$ cat config.mk
export PLATFORM = sky130hd
export DESIGN_NAME = eshutter_ctrl
export DESIGN_NICKNAME = d
export VERILOG_FILES = /design/src/rtl/esc_pkg.sv /design/src/rtl/esc_sync.sv /design/src/rtl/esc_serial.sv /design/src/rtl/esc_setting.sv /design/src/rtl/esc_timing.sv /design/src/rtl/eshutter_ctrl.sv
export SDC_FILE = /design/constraint.sdc
export NUM_CORES = 1
export LEC_CHECK = 0
export BUFFER_PORTS_ARGS = -buffer_cell sky130_fd_sc_hd__buf_2
export CAP_MARGIN = 30
export CELL_PAD_IN_SITES_DETAIL_PLACEMENT = 0
export CELL_PAD_IN_SITES_GLOBAL_PLACEMENT = 1
export CORE_MARGIN = 3
export CORE_UTILIZATION = 35
export CTS_CLUSTER_DIAMETER = 150
export CTS_CLUSTER_SIZE = 30
export DETAILED_ROUTE_END_ITERATION = 8
export GPL_TIMING_DRIVEN = 0
export PLACE_DENSITY = 0.63
export SYNTH_ARGS = -nofsm -noshare
export SYNTH_HDL_FRONTEND = slang
export SYNTH_HIERARCHICAL = 1
export SYNTH_SLANG_ARGS = --single-unit
$ cat constraint.sdc
create_clock -name clk -period 3.05 [get_ports clk]
set_input_delay 0.61 -clock clk [delete_from_list [all_inputs] [get_ports clk]]
set_output_delay 0.61 -clock clk [all_outputs]
set_load 0.005 [all_outputs]
$ cat src/rtl/esc_pkg.sv
// Shared definitions for the exposure shutter controller.
// Assumes the configuration pins are bit 0 strobe, bit 1 shift clock, bit 2 data.
package esc_pkg;

    localparam int PIN_STB = 0;
    localparam int PIN_CLK = 1;
    localparam int PIN_DAT = 2;

    // Shutter type carried in the serial frame, written {A,B}.
    typedef enum logic [1:0] {
        SM_FLICKER = 2'b00,
        SM_FAST    = 2'b01,
        SM_SLOW    = 2'b10,
        SM_NONE    = 2'b11
    } ser_mode_e;

    // Exposure in lines for a preset code; 0 means shutter off.
    function automatic int preset_lines(input logic [2:0] code, input logic s625,
                                        input int flk_lines);
        int e;
        case (code)
            3'b000:  e = 1;
            3'b100:  e = 3;
            3'b010:  e = 7;
            3'b110:  e = 15;
            3'b001:  e = 31;
            3'b101:  e = 62;
            3'b011:  e = s625 ? 0 : flk_lines;
            default: e = 0;
        endcase
        return e;
    endfunction

endpackage

$ cat src/rtl/esc_sync.sv
// Multi-stage synchronizer for asynchronous pins.
// Assumes STAGES >= 2; the output lags the pin by STAGES clock edges.
module esc_sync #(
    parameter int           W      = 1,
    parameter int           STAGES = 2,
    parameter logic [W-1:0] IDLE   = '0
) (
    input  logic         clk,
    input  logic         rst_n,
    input  logic [W-1:0] d,
    output logic [W-1:0] q
);

    logic [STAGES-1:0][W-1:0] stg;

    // Purpose: move pin values through the register chain.
    always_ff @(posedge clk) begin
        if (!rst_n) stg <= {STAGES{IDLE}};
        else        stg <= {stg[STAGES-2:0], d};
    end

    assign q = stg[STAGES-1];

endmodule

$ cat src/rtl/esc_serial.sv
// Serial frame receiver. Shifts data on rising edges of the synchronized
// shift clock and copies the frame to the pending setting while the strobe is low.
// Assumes synchronized inputs; a strobe shorter than a clock may go unseen.
module esc_serial
    import esc_pkg::*;
#(
    parameter int LOAD_W = 9
) (
    input  logic              clk,
    input  logic              rst_n,
    input  logic              clk_lvl,
    input  logic              dat_lvl,
    input  logic              stb_lvl,
    output logic [LOAD_W-1:0] pend_load,
    output ser_mode_e         pend_mode
);

    localparam int FRAME_W = LOAD_W + 3;

    logic [FRAME_W-1:0] sr;
    logic               clk_prev;
    logic               shift_now;

    assign shift_now = clk_lvl & ~clk_prev;

    // Purpose: detect shift clock rises and shift the frame toward bit 0.
    always_ff @(posedge clk) begin
        if (!rst_n) begin
            sr       <= '1;
            clk_prev <= 1'b0;
        end else begin
            clk_prev <= clk_lvl;
            if (shift_now) sr <= {dat_lvl, sr[FRAME_W-1:1]};
        end
    end

    // Purpose: copy the frame to the pending setting while the strobe is low.
    always_ff @(posedge clk) begin
        if (!rst_n) begin
            pend_load <= '1;
            pend_mode <= SM_NONE;
        end else if (!stb_lvl) begin
            pend_load <= sr[LOAD_W-1:0];
            pend_mode <= ser_mode_e'({sr[LOAD_W], sr[LOAD_W+1]});
        end
    end

endmodule

$ cat src/rtl/esc_setting.sv
// Converts a preset code or the pending serial setting into a discharge
// line threshold and a field hold-off count. Latches both at the field strobe.
// Assumes the field line counts fit in LOAD_W bits.
module esc_setting
    import esc_pkg::*;
#(
    parameter int LOAD_W    = 9,
    parameter int LINES_525 = 262,
    parameter int LINES_625 = 312,
    parameter int FLK_525   = 157,
    parameter int FLK_625   = 130
) (
    input  logic              clk,
    input  logic              rst_n,
    input  logic              field_stb,
    input  logic              par_sel,
    input  logic              std_625,
    input  logic [2:0]        code,
    input  logic [LOAD_W-1:0] pend_load,
    input  ser_mode_e         pend_mode,
    output logic [LOAD_W-1:0] thr,
    output logic [LOAD_W:0]   skip
);

    localparam logic [LOAD_W-1:0] LOAD_MAX = '1;

    logic [LOAD_W-1:0] lines_f;
    logic [LOAD_W-1:0] expo;
    logic [LOAD_W-1:0] thr_d;
    logic [LOAD_W:0]   skip_d;

    // Purpose: work out the setting that the next field will use.
    always_comb begin
        lines_f = std_625 ? LOAD_W'(LINES_625) : LOAD_W'(LINES_525);
        expo    = LOAD_W'(preset_lines(code, std_625, FLK_525));
        thr_d   = '0;
        skip_d  = '0;
        if (par_sel) begin
            if (expo != '0) thr_d = lines_f - expo;
        end else begin
            case (pend_mode)
                SM_FLICKER: thr_d = lines_f - (std_625 ? LOAD_W'(FLK_625) : LOAD_W'(FLK_525));
                SM_FAST:    thr_d = LOAD_MAX - pend_load;
                SM_SLOW:    if (pend_load != LOAD_MAX) skip_d = {LOAD_MAX - pend_load, 1'b0};
                default:    ;
            endcase
        end
    end

    // Purpose: apply the new setting only at a field boundary.
    always_ff @(posedge clk) begin
        if (!rst_n) begin
            thr  <= '0;
            skip <= '0;
        end else if (field_stb) begin
            thr  <= thr_d;
            skip <= skip_d;
        end
    end

endmodule

$ cat src/rtl/esc_timing.sv
// Line index counter, trigger gate and output gating.
// Assumes one-cycle strobes from the sync generator; the field strobe wins over the line strobe.
module esc_timing #(
    parameter int LOAD_W = 9,
    parameter int LCNT_W = 10
) (
    input  logic              clk,
    input  logic              rst_n,
    input  logic              line_stb,
    input  logic              field_stb,
    input  logic              rdout_fall,
    input  logic              trig_lvl,
    input  logic              trig_mode,
    input  logic              shut_en,
    input  logic [LOAD_W-1:0] thr,
    input  logic [LOAD_W:0]   skip,
    output logic              xsub_en,
    output logic [LOAD_W:0]   skip_fields
);

    localparam logic [LCNT_W-1:0] LCNT_MAX = '1;

    logic [LCNT_W-1:0] lcnt;
    logic              gate;
    logic              trig_prev;

    // Purpose: count lines from the field start, saturating at the top.
    always_ff @(posedge clk) begin
        if (!rst_n)                               lcnt <= '0;
        else if (field_stb)                       lcnt <= '0;
        else if (line_stb && lcnt != LCNT_MAX)    lcnt <= lcnt + 1'b1;
    end

    // Purpose: open the trigger gate at readout, close it on a trigger fall.
    always_ff @(posedge clk) begin
        if (!rst_n) begin
            gate      <= 1'b0;
            trig_prev <= 1'b1;
        end else begin
            trig_prev <= trig_lvl;
            if (rdout_fall)                 gate <= 1'b1;
            else if (trig_prev && !trig_lvl) gate <= 1'b0;
        end
    end

    // Purpose: combine the mode, window and master enable into the outputs.
    always_comb begin
        xsub_en     = shut_en & (trig_mode ? gate : (lcnt < LCNT_W'(thr)));
        skip_fields = shut_en ? skip : '0;
    end

endmodule

$ cat src/rtl/eshutter_ctrl.sv
// Exposure shutter controller top. Synchronizes the configuration and trigger
// pins, decodes the setting and gates the per-line discharge.
// Assumes the line, field and readout strobes are synchronous and one cycle wide.
module eshutter_ctrl
    import esc_pkg::*;
#(
    parameter int LOAD_W      = 9,
    parameter int LCNT_W      = 10,
    parameter int SYNC_STAGES = 2,
    parameter int LINES_525   = 262,
    parameter int LINES_625   = 312,
    parameter int FLK_525     = 157,
    parameter int FLK_625     = 130
) (
    input  logic            clk,
    input  logic            rst_n,
    input  logic            shut_en,
    input  logic            par_sel,
    input  logic            std_625,
    input  logic [2:0]      cfg_pins,
    input  logic            trig_n,
    input  logic            trig_mode,
    input  logic            line_stb,
    input  logic            field_stb,
    input  logic            rdout_fall,
    output logic            xsub_en,
    output logic [LOAD_W:0] skip_fields
);

    logic [2:0]        cfg_q;
    logic              trig_q;
    logic [LOAD_W-1:0] pend_load;
    ser_mode_e         pend_mode;
    logic [LOAD_W-1:0] thr;
    logic [LOAD_W:0]   skip;

    esc_sync #(.W(3), .STAGES(SYNC_STAGES), .IDLE(3'b001)) u_cfg_sync (
        .clk(clk), .rst_n(rst_n), .d(cfg_pins), .q(cfg_q)
    );

    esc_sync #(.W(1), .STAGES(SYNC_STAGES), .IDLE(1'b1)) u_trig_sync (
        .clk(clk), .rst_n(rst_n), .d(trig_n), .q(trig_q)
    );

    esc_serial #(.LOAD_W(LOAD_W)) u_serial (
        .clk(clk), .rst_n(rst_n),
        .clk_lvl(cfg_q[PIN_CLK]), .dat_lvl(cfg_q[PIN_DAT]), .stb_lvl(cfg_q[PIN_STB]),
        .pend_load(pend_load), .pend_mode(pend_mode)
    );

    esc_setting #(
        .LOAD_W(LOAD_W), .LINES_525(LINES_525), .LINES_625(LINES_625),
        .FLK_525(FLK_525), .FLK_625(FLK_625)
    ) u_setting (
        .clk(clk), .rst_n(rst_n), .field_stb(field_stb), .par_sel(par_sel),
        .std_625(std_625), .code(cfg_q), .pend_load(pend_load), .pend_mode(pend_mode),
        .thr(thr), .skip(skip)
    );

    esc_timing #(.LOAD_W(LOAD_W), .LCNT_W(LCNT_W)) u_timing (
        .clk(clk), .rst_n(rst_n), .line_stb(line_stb), .field_stb(field_stb),
        .rdout_fall(rdout_fall), .trig_lvl(trig_q), .trig_mode(trig_mode),
        .shut_en(shut_en), .thr(thr), .skip(skip),
        .xsub_en(xsub_en), .skip_fields(skip_fields)
    );

endmodule

Word level (Yosys, flattened, before mapping)
Cells that the tools add are included.
{"block": "totals", "ff_bits": 63, "latch_bits": 0, "ramBits": 0, "mem_bits_ro": 0, "input_bits": 13, "out_inout_bits": 11, "wordCells": 54, "memories": 0}
{"block": "classes", "addsub": 4, "mul": 0, "div": 0, "n_lt_le_gt_ge": 1, "eq_ne": 10, "n_shift": 0, "mux": 14, "bitwise": 4, "reduce_logical": 8}
{"cell": "case mux 9 bit (7 select lines)", "n": 1}
{"cell": "two-way mux 10 bit", "n": 4}
{"cell": "two-way mux 9 bit", "n": 2}
{"cell": "case mux 9 bit (2 select lines)", "n": 1}
{"cell": "subtractor 9 bit", "n": 2}
{"cell": "adder 10 x 1 -> 10 bit, second input constant", "n": 1}
{"cell": "< comparator 10 x 9 -> 1 bit", "n": 1}
{"cell": "inequality test 10 bit, second input constant", "n": 1}
{"cell": "== test 3 bit, second input constant", "n": 3}
{"cell": "inequality test 9 bit, second input constant", "n": 1}
{"cell": "nonzero test 9 bit", "n": 1}
{"cell": "subtractor 9 bit, first input constant", "n": 1}
{"cell": "two-way mux 8 bit", "n": 1}
{"cell": "== test 3 x 2 -> 1 bit, second input constant", "n": 2}
{"cell": "two-way mux 6 bit", "n": 1}
{"cell": "two-way mux 5 bit", "n": 1}
{"cell": "== test 3 x 1 -> 1 bit, second input constant", "n": 1}
{"cell": "logical NOT 3 bit", "n": 1}
{"cell": "two-way mux 1 bit", "n": 3}
{"cell": "AND 1 bit", "n": 2}
{"cell": "== test 2 x 1 -> 1 bit, second input constant", "n": 1}
{"cell": "== test 2 bit, second input constant", "n": 1}
{"cell": "logical AND 1 bit", "n": 2}
{"cell": "logical NOT 2 bit", "n": 1}
{"cell": "other kinds (4)", "n": 5}

Depth between registers and ports, before layout
Gate-level depths: netlist of run 1.
{"block": "logic_depth", "word_depth": 5, "mapped_depth": 11, "mapped_depth_nobuf": 9}

Hierarchy
Netlist of run 1, hierarchy kept.
{"mod": "esc_setting", "instances": 1, "cells_per_inst": 148, "area_each_um2": 1192.4, "seq_area_each_um2": 360.3}
{"mod": "esc_serial", "instances": 1, "cells_per_inst": 78, "area_each_um2": 925.9, "seq_area_each_um2": 480.5}
{"mod": "esc_timing", "instances": 1, "cells_per_inst": 102, "area_each_um2": 848.3, "seq_area_each_um2": 240.2}
{"mod": "esc_sync at u_cfg_sync", "instances": 1, "cells_per_inst": 15, "area_each_um2": 180.2, "seq_area_each_um2": 120.1}
{"mod": "esc_sync at u_trig_sync", "instances": 1, "cells_per_inst": 4, "area_each_um2": 52.6, "seq_area_each_um2": 40.0}

Worst setup path after synthesis of run 1
OpenSTA, ideal clock, no wires.
{"block": "synth_path", "kind": "input port to flip-flop", "start": "input port std_625", "end": "register u_setting.thr[8]", "setup_ns": 0.136, "arrival_time_ns": 2.209, "required_ns": 2.914, "path_slack_ns": 0.705, "path_stages": 9, "path_buffers": 0, "cell_sequence": "o211ai_2 > o21ai_0 > or2_2 > ha_1 > o21a_1 > o31a_1 > o21a_1 > o211ai_1 > a31oi_1"}
{"block": "synth_between", "elab_chain_len": 5, "elab_cells_between_ends": 10, "cone_classes": "add/sub: 2; mux: 7; reduce/logical: 1"}
{"element": "start, declared", "line": "eshutter_ctrl.sv:19", "text": "input logic std_625,"}
{"element": "two-way mux 8 bit", "line": "esc_pkg.sv:28", "text": "3'b011: e = s625 ? 0 : flk_lines;"}
{"element": "case mux 9 bit (7 select lines)", "line": "esc_pkg.sv:21", "text": "case (code)"}
{"element": "subtractor 9 bit or nonzero test 9 bit (tied branches)", "line": "esc_setting.sv:39", "text": "if (expo != '0) thr_d = lines_f - expo;"}
{"element": "two-way mux 9 bit", "line": "esc_setting.sv:39"}
{"element": "two-way mux 9 bit *", "line": "esc_setting.sv:38", "text": "if (par_sel) begin"}
{"element": "end signal, assigned", "line": "esc_setting.sv:56", "text": "thr <= thr_d;"}
{"element": "end, declared", "line": "esc_setting.sv:21", "text": "output logic [LOAD_W-1:0] thr,"}
Mark *: on every way between the ends. The rest lies on a longest branch, timed or not.
A chain may end at the register's enable or synchronous reset.

Worst setup path in the final report of run 1
{"block": "layout_path", "start": "register u_cfg_sync.stg, in the netlist u_cfg_sync/q[0]", "end": "register u_setting.thr[6]"}
{"block": "layout_between", "elab_chain_len": 5, "elab_cells_between_ends": 12, "cone_classes": "add/sub: 1; eq/ne: 6; mux: 3; reduce/logical: 2"}
{"element": "start, declared", "line": "esc_sync.sv:14", "text": "logic [STAGES-1:0][W-1:0] stg;"}
{"element": "start signal, assigned", "line": "esc_sync.sv:18", "text": "if (!rst_n) stg <= {STAGES{IDLE}};"}
{"element": "start signal, assigned", "line": "esc_sync.sv:19", "text": "else stg <= {stg[STAGES-2:0], d};"}
{"element": "== test 3 x 2 -> 1 bit (tied with other cells)", "line": "esc_pkg.sv:21"}
{"element": "case mux 9 bit (7 select lines) *", "line": "esc_pkg.sv:21"}
{"element": "subtractor 9 bit or nonzero test 9 bit (tied branches)", "line": "esc_setting.sv:39"}
{"element": "two-way mux 9 bit *", "line": "esc_setting.sv:39"}
{"element": "two-way mux 9 bit *", "line": "esc_setting.sv:38"}
Marked as above.

==> results.toml, run 1 <==
[clock_network]
cts_setup_buffers = 0
root_buffer = "clkbuf_8"
path_clk_slew_ns = 0.06
clockBufferDepth = 2
cts-hold-fix-buffers = 0
cts_sinks = 62
cts_tree = "yes"
cts_buffers = 9
cts_resized = 0
cts.htree.levels = 3
worstSkewPairLatency_ns = 0.34

[yosys]
ys_top_cells_by_area = "dfxtp_1 39%, mux2i_1 7.8%, ha_1 5.5%"
synth_top_area_frac = 0.388
postSynthAreaPerCell_um2 = 9.22
netlist_instances = 347
ys_seq_area_frac = 0.388
synth-edff-count = 0
ys_types = 59
syn_area_um2 = 3200
yosys.area.top_type = "dfxtp_1"
synthFlopType = "dfxtp_1"
yosys_warnings = 6
synth_seq_cells = 62
async_flop_share = 0
syn_nets = 375

[cells_and_area]
antenna_cells = 0
layout.cells.most_common = "dfxtp_1"
final_cell_count_no_fill = 493
fin_util = 0.417
final_nets = 408
final_cell_mix = "62 x dfxtp_1, 29 x nand2_1, 26 x and2_1"
area_growth_pct = 14.9
drive_above_1_share = 0.171

[worst_hold_path]
hp-class = "register to register"
hold_depth = 1
hold_start = "u_trig_sync/stg[0]"
whs_endpoint = "u_trig_sync/q"

[power_and_ir_drop]
ir_drop_v = 0.000325
leakagePower_uw = 0.00159
powerDensity_nw_per_um2 = 502

[global_route]
antenna_found_initial = 0
track_usage = 0.143
grt_first_pass_wirelength_mm = 11.4
grt_max_degree = 22
grt-ovfl-total = 0
grt_pass1_vias = 2334

[place]
io_buffers = 22
hpwlAfterDp_mm = 4.97
gp_congestion = 0.813
place_inst = 477

[timing]
rsz0062_at_grt = "false"
max_freq_mhz = 405
timing.final.crit_share = 0.810
setup_violations = 0
hold_viol_final = 0
finClkSkew_ns = 0.00606
period_needed_ns = 2.47
setup_tns_ns = 0
maxSlewViolCount = 0

[floorplanning]
die_area_um2 = 10300
start_util = 0.363
die_x_um = 102
row_count = 34
boundaryPins = 24
core_um2 = 8810
dieHeight_um = 102

[critical_path]
r2r_slack_ns = 0.58
r2r-end = "u_setting/thr[6]"
critPathRequiredTime_ns = 3.28
crit_fanout = 10
cp_slowest_cell = "or3_2"
crit_arrival_ns = 2.70
criticalPathCategory = "register to register"
path_common_cell = "o21a_1"
reg2reg_depth = 11
end_kind = "register"
r2r-start = "u_cfg_sync/q[0]"
start_kind = "register"
path_cells = "buf_4 > buf_2 > or3_2 > nand2_1 > inv_1 > fa_1 > nor2b_1 > o31a_1 > o21a_1 > nor3_1 > o21a_1"
max_stage_delay_ns = 0.45

[job]
cap_viol_max_count = 0

[routing]
wire_per_inst_um = 13.5
routed_wirelength_mm = 6.68
via_count = 2438
viasPerCell = 4.95
drc = 0
firstDrtPassIters = 4
dr.first_iter.drc_count = 40
ant_nets = 0

[outcome]
status = "completed"
==> layout make-up <==
class                      count  area, µm²
sequential                    62       1240
timing repair buffer          22        110
buffer                        18        113
multi-input combinational    243       1760
clock buffer                  12        135
clock inverter                 4       95.1
inverter                      24       90.1
fill                         891       5130
tap                          108        135
==> per-stage QoR <==
stage / total power [µW] / worst slack, ns / hold slack, ns / cell area, µm²
global route: 1940 / 0.374 / 0.437 / 3670
floorplan: 969 / 0.705 / 0.386 / 3200
global placement: 1010 / 0.291 / 0.389 / 3440
detailed placement: 1020 / 0.318 / 0.398 / 3440
finish: 1850 / 0.580 / 0.413 / 3670
CTS: 1880 / 0.574 / 0.415 / 3670
==> layer usage <==
layer / wire length, µm / global-route usage
met3: 335 / 0.0475
met4: 102 / 0.0521
met1: 3240 / 0.183
met5: 0 / 0
met2: 3000 / 0.222
==> state kept, by name (all words and copies together), names as in the netlist <==
register	count
u_trig_sync/q	1
u_serial/pend_mode	2
u_serial/sr	12
u_setting/thr	9
u_timing/lcnt	10
u_trig_sync/stg	1
u_serial/clk_prev	1
u_timing/trig_prev	1
u_setting/skip	9
u_cfg_sync/q	3
u_cfg_sync/stg	3
u_serial/pend_load	9
u_timing/gate	1
==> worst max-delay path: cells and delay by family (launching register included) <==
kind,cells,cell delay [ns]
fa+ha+maj,1,0.42
flops,1,0.30
compound gates,3,0.47
buf+inv,3,0.37
simple gates,4,0.79
==> synth_stat cells, types with 6 or more instances <==
cell	count
a21oi_1	12
and2_1	26
dfxtp_1	62
ha_1	14
inv_1	24
mux2i_1	25
nand2_1	29
nand2b_1	10
nand3_1	8
nor2_1	14
nor2b_1	10
o21ai_0	8
o22ai_1	9
xnor2_1	6
==> power by group <==
part           internal, µW  switching (µW)
clock                   543             307
combinational          73.7            90.8
sequential              825            6.44
==> worst max-delay path by stage <==
stage | start | to | slack [ns] | cells past startpoint
finish | u_cfg_sync/q[0] | u_setting/thr[6] | 0.58 | 11
CTS | u_cfg_sync/q[0] | u_setting/thr[6] | 0.57 | 11
global route | u_cfg_sync/q[0] | u_setting/thr[8] | 0.37 | 11
detailed placement | std_625 | u_setting/thr[8] | 0.32 | 10
global placement | std_625 | u_setting/thr[8] | 0.29 | 10
floorplan | std_625 | u_setting/thr[8] | 0.70 | 9
==> logic make-up (layout without fill, tap and decap cells) <==
logic type | Yosys count | count (layout) | share of synthesized area
simple gates | 127 | 127 | 0.233
compound gates | 65 | 65 | 0.147
flops | 62 | 62 | 0.388
buf+inv | 42 | 80 | 0.0634
mux | 26 | 26 | 0.0817
fa+ha+maj | 15 | 15 | 0.0610
xor+xnor | 9 | 9 | 0.0246
other cells | 1 | 1 | 0.00117
No activity file was read; power rests on OpenSTA's default activity.
==> run 2: changes to the inputs <==
--- a/config.mk
+++ b/config.mk
@@ -15,7 +15,7 @@
 export CTS_CLUSTER_SIZE = 30
 export DETAILED_ROUTE_END_ITERATION = 8
 export GPL_TIMING_DRIVEN = 0
-export PLACE_DENSITY = 0.63
+export PLACE_DENSITY = 0.65
 export SYNTH_ARGS = -nofsm -noshare
 export SYNTH_HDL_FRONTEND = slang
 export SYNTH_HIERARCHICAL = 1
==> constraint.sdc (replaced) <==
create_clock -name clk -period 2.2 [get_ports clk]
set_input_delay 0.44 -clock clk [delete_from_list [all_inputs] [get_ports clk]]
set_output_delay 0.44 -clock clk [all_outputs]
set_load 0.005 [all_outputs]
==> run 2 against run 1 <==
Compared with the run above:
- count of clock-buffer cells in the layout did not move
- die area did not move
- first-iteration DRC count rose by 130%
- via count rose by 3.0%
- combinational power rose by 56%
- sequential cell count did not move
- final area rose by 4.3%
- global-route usage fell by 0.11 points
- total power rose by 35%
- setup slack got worse by 0.51 ns
- critical path depth fell by 5
- clock skew rose by 0.0032 ns
==> results.toml, run 2 (same netlist as run 1, synthesis figures left out) <==
[clock_network]
cts_tree = "yes"
worstSkewPairLatency_ns = 0.34
cts-hold-fix-buffers = 0
root_buffer = "clkbuf_8"
cts_sinks = 62
cts_buffers = 9
path_clk_slew_ns = 0.07
cts.htree.levels = 3
clockBufferDepth = 2

[timing]
period_needed_ns = 2.13
maxSlewViolCount = 0
hold_viol_final = 0
timing.final.crit_share = 0.969
max_freq_mhz = 469
finClkSkew_ns = 0.00926
setup_violations = 0
rsz0062_at_grt = "true"
setup_tns_ns = 0

[cells_and_area]
area_growth_pct = 19.8
layout.cells.most_common = "dfxtp_1"
final_nets = 418
largest_register = "u_serial/sr"
fin_area_um2 = 3830
antenna_cells = 0
reg.largest.list = "u_serial/sr x12, u_timing/lcnt x10"
largest_reg_flops = 12
final_cell_mix = "55 x dfxtp_1, 28 x nand2_1, 26 x and2_1"
drive_above_1_share = 0.243

[global_route]
grt_max_degree = 22
grt_pass1_vias = 2414
grt-ovfl-total = 0
track_usage = 0.141
grt_first_pass_wirelength_mm = 11.4
antenna_found_initial = 0

[routing]
viasPerCell = 4.99
via_count = 2511
dr.first_iter.drc_count = 91
firstDrtPassIters = 4
routed_wirelength_mm = 6.72
wire_per_inst_um = 13.4
ant_nets = 0
drc = 0

[power_and_ir_drop]
powerDensity_nw_per_um2 = 652
ir_drop_v = 0.000322
leakagePower_uw = 0.00165
power_uw = 2500

[floorplanning]
die_area_um2 = 10300
row_count = 34
die_x_um = 102
start_util = 0.363
core_um2 = 8810
boundaryPins = 24
dieHeight_um = 102

[place]
hpwlAfterDp_mm = 4.92
io_buffers = 22
placed_area_um2 = 3450
gp_congestion = 0.823

[critical_path]
crit_arrival_ns = 1.69
end_kind = "output pin"
crit_fanout = 5
criticalPathCategory = "register to output pin"
critPathRequiredTime_ns = 1.76
start_kind = "register"

[outcome]
status = "completed"

[worst_hold_path]
hp-class = "input port to register"

[job]
cap_viol_max_count = 0
==> run 2: cell types whose count changed in the layout (fill, tap and decap cells not counted), sizes merged <==
cell	previous run	this run
clkinv	1	2
buf	36	46
bufinv	3	2
==> run 2: timing repair <==
item                                    CTS  global route
resized for setup                        11            15
pin swaps                                 7             9
endpoints found under the setup margin    5             7
setup buffers                             3             8
==> run 2: area by class of cell <==
class / count / area [µm²]
fill: 883 / 4970
multi-input combinational: 243 / 1830
sequential: 62 / 1250
timing repair buffer: 33 / 193
clock buffer: 12 / 145
tap: 108 / 135
buffer: 17 / 115
inverter: 24 / 90.1
clock inverter: 4 / 70.1
==> run 2: path summary, 6_finish.rpt <==
path	startpoint	end	slack, ns	cells past startpoint
worst max-delay path	u_timing/lcnt[8]	xsub_en	0.07	6
worst min-delay path	trig_n	u_trig_sync/stg[0]	0.29	2
worst max register to register	u_cfg_sync/q[1]	u_setting/thr[4]	0.08	11
worst min register to register	u_trig_sync/stg[0]	u_trig_sync/q	0.41	1
==> run 2: critical path, stage by stage, from the launching register on <==
cell      delay (ns)
dfxtp_4         0.37
ha_4            0.15
nor4b_2         0.23
nand2_1         0.09
a211o_1         0.23
o21bai_1        0.14
buf_2           0.13
==> run 2: per-layer routing <==
metal / wire length, µm / track usage
met5: 0 / 0
met4: 146 / 0.0603
met3: 259 / 0.0503
met2: 3030 / 0.223
met1: 3280 / 0.175
==> run 2: stage by stage <==
stage          hold WS, ns  worst slack (ns)  instances  utilization
2_1_floorplan        0.386           -0.0108        347            -
3_3_place_gp         0.389            -0.341        477        0.391
3_5_place_dp         0.397            -0.336        477        0.391
4_1_cts              0.271          0.000279        495        0.423
5_1_grt              0.285           -0.0463        503        0.435
6_report             0.289            0.0672        503        0.435
==> run 2: report_power, final <==
part	switching, µW	internal, µW	leakage [µW]
Clock	422	666	0.000110
Sequential	9.79	1140	0.000508
Combinational	135	122	0.00103
